==> src/rtl/dfw_pkg.sv <==
package dfw_pkg;
  typedef enum logic {RATE_SDR = 1'b0, RATE_DDR = 1'b1} rate_e;

  // Words between two wrapping pointers of pw bits.
  function automatic logic [31:0] occupancy(input logic [31:0] wp, input logic [31:0] rp,
                                            input int unsigned pw);
    logic [31:0] mask;
    mask = (32'd1 << pw) - 32'd1;
    return (wp - rp) & mask;
  endfunction

  // Free locations left; saturates at zero.
  function automatic logic [31:0] free_slots(input logic [31:0] used, input int unsigned depth);
    return (used >= depth) ? 32'd0 : (depth - used);
  endfunction
endpackage

==> src/rtl/dfw_edge_ctl.sv <==
module dfw_edge_ctl #(
  parameter int DEPTH = 8,
  parameter int PW    = 4
) (
  input  logic          rst_n,
  input  logic          ddr_mode,
  input  logic          wen_n,
  input  logic          wcs_n,
  input  logic [PW-1:0] alloc_ptr,
  input  logic [PW-1:0] rd_ptr,
  output logic          full,
  output logic          rise_wr,
  output logic          fall_arm,
  output logic          fall_drop
);
  import dfw_pkg::*;

  logic [31:0] used;
  logic [31:0] room;
  logic        sel;
  rate_e       rate;

  always_comb begin
    rate      = rate_e'(ddr_mode);
    used      = occupancy(32'(alloc_ptr), 32'(rd_ptr), PW);
    room      = free_slots(used, DEPTH);
    full      = (room == 32'd0);
    sel       = !wen_n && !wcs_n;
    rise_wr   = rst_n && sel && !full;
    fall_arm  = rise_wr && (rate == RATE_DDR) && (room >= 32'd2);
    fall_drop = rise_wr && (rate == RATE_DDR) && (room < 32'd2);
  end
endmodule

==> src/rtl/dfw_fall_cap.sv <==
module dfw_fall_cap #(
  parameter int W = 10
) (
  input  logic         clk,
  input  logic [W-1:0] din,
  output logic [W-1:0] fall_word
);
  always_ff @(negedge clk) begin
    fall_word <= din;
  end
endmodule

==> src/rtl/dfw_ptr_unit.sv <==
module dfw_ptr_unit #(
  parameter int PW = 4,
  parameter int AW = 3
) (
  input  logic          clk,
  input  logic          rst_n,
  input  logic          rise_wr,
  input  logic          fall_arm,
  input  logic          fall_drop,
  output logic [PW-1:0] alloc_ptr,
  output logic [PW-1:0] commit_ptr,
  output logic          fall_pend,
  output logic [AW-1:0] fall_addr,
  output logic          ovf
);
  logic [PW-1:0] alloc_next;
  logic [PW-1:0] step_one;

  always_comb begin
    step_one   = alloc_ptr + PW'(1);
    alloc_next = alloc_ptr + PW'(rise_wr) + PW'(fall_arm);
  end

  always_ff @(posedge clk) begin
    if (!rst_n) begin
      alloc_ptr  <= '0;
      commit_ptr <= '0;
      fall_pend  <= 1'b0;
      fall_addr  <= '0;
      ovf        <= 1'b0;
    end else begin
      alloc_ptr  <= alloc_next;
      commit_ptr <= commit_ptr + PW'(fall_pend) + PW'(rise_wr);
      fall_pend  <= fall_arm;
      fall_addr  <= step_one[AW-1:0];
      ovf        <= fall_drop;
    end
  end
endmodule

==> src/rtl/dfw_store.sv <==
module dfw_store #(
  parameter int W     = 10,
  parameter int DEPTH = 8,
  parameter int AW    = 3
) (
  input  logic          clk,
  input  logic          rise_we,
  input  logic [AW-1:0] rise_addr,
  input  logic [W-1:0]  rise_data,
  input  logic          fall_we,
  input  logic [AW-1:0] fall_addr,
  input  logic [W-1:0]  fall_data,
  input  logic [AW-1:0] rd_addr,
  output logic [W-1:0]  rd_data
);
  logic [W-1:0] mem [DEPTH];

  always_ff @(posedge clk) begin
    if (fall_we) mem[fall_addr] <= fall_data;
    if (rise_we) mem[rise_addr] <= rise_data;
  end

  assign rd_data = mem[rd_addr];
endmodule

==> src/rtl/dfw_write_port.sv <==
module dfw_write_port #(
  parameter int W     = 10,
  parameter int DEPTH = 8,
  localparam int AW   = $clog2(DEPTH),
  localparam int PW   = AW + 1
) (
  input  logic          clk,
  input  logic          rst_n,
  input  logic          ddr_mode,
  input  logic          wen_n,
  input  logic          wcs_n,
  input  logic [W-1:0]  din,
  input  logic [PW-1:0] rd_ptr,
  input  logic [AW-1:0] rd_addr,
  output logic [W-1:0]  rd_data,
  output logic [PW-1:0] wr_ptr,
  output logic          full,
  output logic          wovf
);
  // Named internal events, visible to the bound checker.
  logic          rise_wr;
  logic          fall_arm;
  logic          fall_drop;
  logic          fall_pend;
  logic [AW-1:0] fall_addr;
  logic [PW-1:0] alloc_ptr;
  logic [W-1:0]  fall_word;

  dfw_edge_ctl #(.DEPTH(DEPTH), .PW(PW)) u_ctl (
    .rst_n(rst_n), .ddr_mode(ddr_mode), .wen_n(wen_n), .wcs_n(wcs_n),
    .alloc_ptr(alloc_ptr), .rd_ptr(rd_ptr), .full(full),
    .rise_wr(rise_wr), .fall_arm(fall_arm), .fall_drop(fall_drop)
  );

  dfw_fall_cap #(.W(W)) u_fcap (
    .clk(clk), .din(din), .fall_word(fall_word)
  );

  dfw_ptr_unit #(.PW(PW), .AW(AW)) u_ptr (
    .clk(clk), .rst_n(rst_n), .rise_wr(rise_wr), .fall_arm(fall_arm),
    .fall_drop(fall_drop), .alloc_ptr(alloc_ptr), .commit_ptr(wr_ptr),
    .fall_pend(fall_pend), .fall_addr(fall_addr), .ovf(wovf)
  );

  dfw_store #(.W(W), .DEPTH(DEPTH), .AW(AW)) u_mem (
    .clk(clk),
    .rise_we(rise_wr), .rise_addr(alloc_ptr[AW-1:0]), .rise_data(din),
    .fall_we(fall_pend && rst_n), .fall_addr(fall_addr), .fall_data(fall_word),
    .rd_addr(rd_addr), .rd_data(rd_data)
  );
endmodule

==> config.mk <==
export PLATFORM = sky130hd
export DESIGN_NAME = dfw_write_port
export DESIGN_NICKNAME = d
export VERILOG_FILES = /design/src/rtl/dfw_pkg.sv /design/src/rtl/dfw_edge_ctl.sv /design/src/rtl/dfw_fall_cap.sv /design/src/rtl/dfw_ptr_unit.sv /design/src/rtl/dfw_store.sv /design/src/rtl/dfw_write_port.sv
export SDC_FILE = /design/constraint.sdc
export NUM_CORES = 1
export LEC_CHECK = 0
export BUFFER_PORTS_ARGS = -buffer_cell sky130_fd_sc_hd__buf_4
export CORE_MARGIN = 4
export CORE_UTILIZATION = 45
export CTS_CLUSTER_DIAMETER = 50
export CTS_CLUSTER_SIZE = 8
export DETAILED_ROUTE_END_ITERATION = 10
export SLEW_MARGIN = 10
export SYNTH_ARGS = -nofsm -noshare
export SYNTH_HDL_FRONTEND = slang
export SYNTH_SLANG_ARGS = --single-unit
export TNS_END_PERCENT = 30
==> constraint.sdc <==
create_clock -name clk -period 4.09 [get_ports clk]
set_input_delay 0.818 -clock clk [delete_from_list [all_inputs] [get_ports clk]]
set_output_delay 0.818 -clock clk [all_outputs]
set_load 0.005 [all_outputs]
Word level (Yosys, flattened, before mapping) --
Memories as Yosys holds them, arrays and structs flattened. Index checks and enable logic that the tools add are counted. Widths: inputs -> output; s select.
Operators by class: add/subtract/negate cells 7, magnitude comparators 3, multiplexer cells 5, reductions and logical operators 11
Operators with widths (number):
- $ge 32x2->1 const B | 1
- $logic_not 32->1 | 1
- $lt 32x2->1 const B | 1
- $mux 32 | 1
- $add 4x1->4 | 4
- $logic_and 1x1->1 | 7
- $sub 4x4->5 const A | 1
- $ge 4x4->1 const B | 1
- $mux 1 | 4
- $sub 4x4->4 | 1
- $add 3x1->3 const B | 1
- $logic_not 1->1 | 3
Storage, ports and cells: register bits 23, RAM bits 80, output and inout port bits 16, word-level logic and storage cells 33, memories kept 1
Memories:
- u_mem.mem | words 8, bits a word 10, rd ports 1, clocked after Yosys merged registers in 0, wr ports 2, RTL line dfw_store.sv:16 | logic [W-1:0] mem [DEPTH];

Depth between registers and ports, before layout --
word-level depth 9, depth in mapped cells 15

Cells and area by module --
Synthesis repeated with hierarchy kept, for this count alone.
Unflattened totals: cell total of the unflattened synthesis 319, area, all modules 5171.2 µm²
By module, submodules not included:
- dfw_store | times used 1, cells each 226, area each 4186.5 µm², sequential area each 2402.3 µm²
- dfw_ptr_unit | times used 1, cells each 48, area each 528.0 µm², sequential area each 260.2 µm²
- dfw_edge_ctl | times used 1, cells each 33, area each 246.5 µm², sequential area each 0.0 µm²
- dfw_fall_cap | times used 1, cells each 11, area each 203.9 µm², sequential area each 200.2 µm²
- dfw_write_port | times used 1, cells each 1, area each 6.3 µm², sequential area each 0.0 µm²

==> results.py <==
metrics = {
    "run_status": {
        "outcome": "completed",
    },
    "critical_path": {
        "path_delay_family": "adder cells",
        "r2r_end": "u_ptr.alloc_ptr[2]",
        "critPathLaunch": "rd_ptr[0]",
        "setup.worst_path.end": "full",
        "cp.depth": 11,
        "critPathBufInv": 5,
        "critPathRequiredTime_ns": 3.27,
        "r2r_cells": 14,
        "max_stage_delay_ns": 0.51,
        "crit_chain": "buf_4 -> ha_1 -> inv_1 -> fa_1 -> inv_1 -> ha_1 -> or2_1 -> a211o_1 -> buf_4 -> nand2_1 -> buf_4",
        "critPathLaunchType": "input pin",
        "worstSetupPathType": "in2out",
        "worst_setup_path_end_kind": "output port",
        "r2r-start": "u_ptr.alloc_ptr[0]",
        "slowest_stage": "fa_1",
        "r2r_slack_ns": 0.64,
        "path_common_cell": "buf_4",
        "crit_fanout": 9,
        "crit_arrival_ns": 2.81,
    },
    "layout": {
        "num_antenna_cells": 0,
        "finalNonFillerCells": 521,
        "drive_gt1_share_pct": 50.79,
        "nets": 405,
        "synthToLayoutAreaGrowth_pct": 15.49,
    },
    "detailed_routing": {
        "drtIter0Drc": 131,
        "dr.pass1.iters": 4,
        "met1Wirelength_um": 5095,
        "ant_nets": 0,
        "drc_errors": 0,
        "route.met3.wl_um": 512,
        "dr.max_layer_used": "met4",
        "vias_per_cell": 5.553,
        "wirelength_um": 11320,
        "vias": 2893,
        "wl_met2_um": 5598,
        "wire_per_inst_um": 21.72,
    },
    "clock_network": {
        "path_clk_slew_ns": 0.07,
        "cts_buffer_depth": 2,
        "cts_setup_buffers": 0,
        "hold_buffers": 0,
        "clockRootBuffer": "clkbuf_16",
        "tritoncts": "yes",
        "h-tree-depth": 3,
        "clk_latency_ns": 0.40,
        "cts_made_buffers": 9,
        "cts_sinks": 103,
        "cts-resized-gates": 0,
    },
    "floorplan": {
        "initial_core_util_pct": 46.00,
        "dieWidth_um": 116.3,
        "num_rows": 39,
        "dieArea_mm2": 0.01352,
        "die_h_um": 116.3,
        "io_pins": 38,
        "coreArea_mm2": 0.01147,
    },
    "placement": {
        "place_congestion": 0.7460,
        "dp.cells": 496,
        "dp_hpwl_um": 7172,
        "io_buffers": 37,
    },
    "sta": {
        "rsz0062_at_grt": "false",
        "clock.fmax_mhz": 275.5,
        "worst_pin_slew_ns": 1.114,
        "tns_ns": 0,
        "final_hold_viol_count": 0,
        "finalCritPeriodShare_pct": 88.74,
        "finalSetupViolCount": 0,
        "worst_clock_skew_ns": 0.06328,
        "slew_violations": 0,
        "finalCriticalPeriod_ns": 3.629,
        "slew_headroom_pct": 25.29,
    },
    "global_route": {
        "grt_pass1_vias": 3001,
        "antenna_found_initial": 0,
        "grt_max_degree": 21,
        "grt_pass1_wl_um": 17560,
        "grt_usage_pct": 17.91,
        "overflow": 0,
    },
    "power": {
        "p_leak_nw": 2.360,
        "power_density_mw_per_mm2": 389.8,
        "peakVddDrop_uv": 181.5,
    },
    "hold_path": {
        "hold_class": "reg2reg",
    },
    "synth": {
        "netlist_instances": 316,
        "seq_area_frac_synth_pct": 54.27,
        "synth_area_mm2": 0.005275,
        "synth_nets": 348,
        "ys_ff_latch": 103,
        "yosys.area.top_type": "edfxtp_1",
        "ys_warn_count": 0,
        "synth_area_leaders": "edfxtp_1 46%, mux2_2 15%, dfxtp_1 8.7%",
        "synth_top_area_share_pct": 45.54,
        "synth.avg_cell_area_um2": 16.69,
        "ys_types": 41,
    },
    "flow_run": {
        "maxCapViolCount": 0,
    },
}
-- power by group --
group | internal [W] | total, W | switching, W
Combinational | 0.000112 | 0.000205 | 0.0000924
Clock | 0.000602 | 0.00102 | 0.000415
Sequential | 0.00114 | 0.00115 | 0.0000135
Total | 0.00185 | 0.00237 | 0.000521
-- layer usage --
metal / up-vias / global-route usage, %
met5: - / 0
met4: 0 / 5.414
met3: 8 / 2.798
met2: 69 / 29.75
met1: 1456 / 24.38
li1: 1360 / -
-- state kept, by name (all words and copies together), names as in the netlist --
signal and count:
u_mem.mem 80, u_fcap.fall_word 10, u_ptr.alloc_ptr 4, u_ptr.commit_ptr 4, u_ptr.fall_addr 3, u_ptr.fall_pend 1, u_ptr.ovf 1
-- cells in the final DEF (no fill, tap or decap), types with 4 or more instances in the layout --
master,count
and2_1,10
buf_4,54
clkbuf_16,12
dfxtp_1,23
edfxtp_1,80
ha_1,7
inv_1,16
mux2_2,72
mux2_4,18
mux4_2,20
nand2_1,4
nand3_1,6
o21ai_1,6
xor2_1,4
-- how the worst min path moves through the flow --
stage	endpoint	slack (ns)	cells past startpoint	start
detailed placement	u_ptr.fall_addr[0]	0.58	2	u_ptr.alloc_ptr[0]
CTS	u_ptr.fall_addr[0]	0.60	2	u_ptr.alloc_ptr[0]
floorplan	u_ptr.fall_addr[0]	0.52	1	u_ptr.alloc_ptr[0]
finish	u_ptr.fall_addr[0]	0.59	2	u_ptr.alloc_ptr[0]
global placement	u_ptr.commit_ptr[3]	0.58	2	u_ptr.commit_ptr[3]
global route	u_ptr.fall_addr[0]	0.62	2	u_ptr.alloc_ptr[0]
-- worst register-to-register path, delay by kind of cell, from the launching register on --
| kind | cells | cell delay (ns) |
|---|---|---|
| flip-flops | 1 | 0.31 |
| AND/OR/NAND/NOR | 4 | 0.88 |
| adder cells (fa/ha/maj) | 5 | 1.55 |
| buffers and inverters | 3 | 0.22 |
| AO/OA/AOI/OAI | 1 | 0.27 |
| XOR/XNOR | 1 | 0.13 |
-- synth_stat cells --
cell	instances
and4_1	2
buf_12	1
o31ai_1	2
inv_1	7
nand4_4	3
or3b_4	1
clkbuf_1	4
xor2_1	4
a21o_1	1
mux2_4	18
a21oi_1	2
a211o_1	1
dfxtp_1	23
nand3_1	6
nand3_4	2
nor3b_1	3
buf_4	1
xnor2_1	3
buf_6	3
o21ai_0	6
edfxtp_1	80
nand2b_1	3
and3_1	2
and2_1	10
fa_1	3
buf_1	1
mux4_2	20
nand4_2	3
nor2b_1	1
nor3b_4	1
or2_1	1
and4b_1	2
mux2_2	72
nand3b_1	2
clkbuf_8	1
buf_8	4
nor3_1	2
buf_2	2
ha_1	7
nor2_1	2
nand2_1	4
-- per-stage QoR --
stage               setup WS (ns)  util [%]  cell area [um2]  total power (W)  hold WS, ns
floorplan                  0.2368         -             5275         0.001329       0.5161
global placement           0.2565     49.75             5705         0.001395       0.5764
detailed placement         0.1887     49.75             5705         0.001398       0.5790
CTS                        0.4533     53.13             6092         0.002394       0.5957
global route               0.3141     53.13             6092         0.002470       0.6215
finish                     0.4606     53.13             6092         0.002374       0.5868
-- logic make-up (layout without fill, tap and decap cells) --
family | after synthesis | count (layout) | share of synthesized area, %
flip-flops | 103 | 103 | 54.27
multiplexers | 110 | 110 | 29.03
buffers and inverters | 24 | 86 | 3.605
AO/OA/AOI/OAI | 12 | 12 | 1.352
XOR/XNOR | 7 | 7 | 1.162
AND/OR/NAND/NOR | 50 | 50 | 7.780
adder cells (fa/ha/maj) | 10 | 10 | 2.799
-- final cells by class --
| type | count | area, um2 |
|---|---|---|
| Clock buffer | 12 | 300.3 |
| Fill cell | 947 | 5375 |
| Sequential cell | 103 | 2863 |
| Inverter | 6 | 22.52 |
| Multi-Input combinational cell | 189 | 2232 |
| Clock inverter | 14 | 90.09 |
| Tap cell | 143 | 178.9 |
| Timing Repair Buffer | 54 | 405.4 |
No activity file was read; power rests on OpenSTA's default activity.
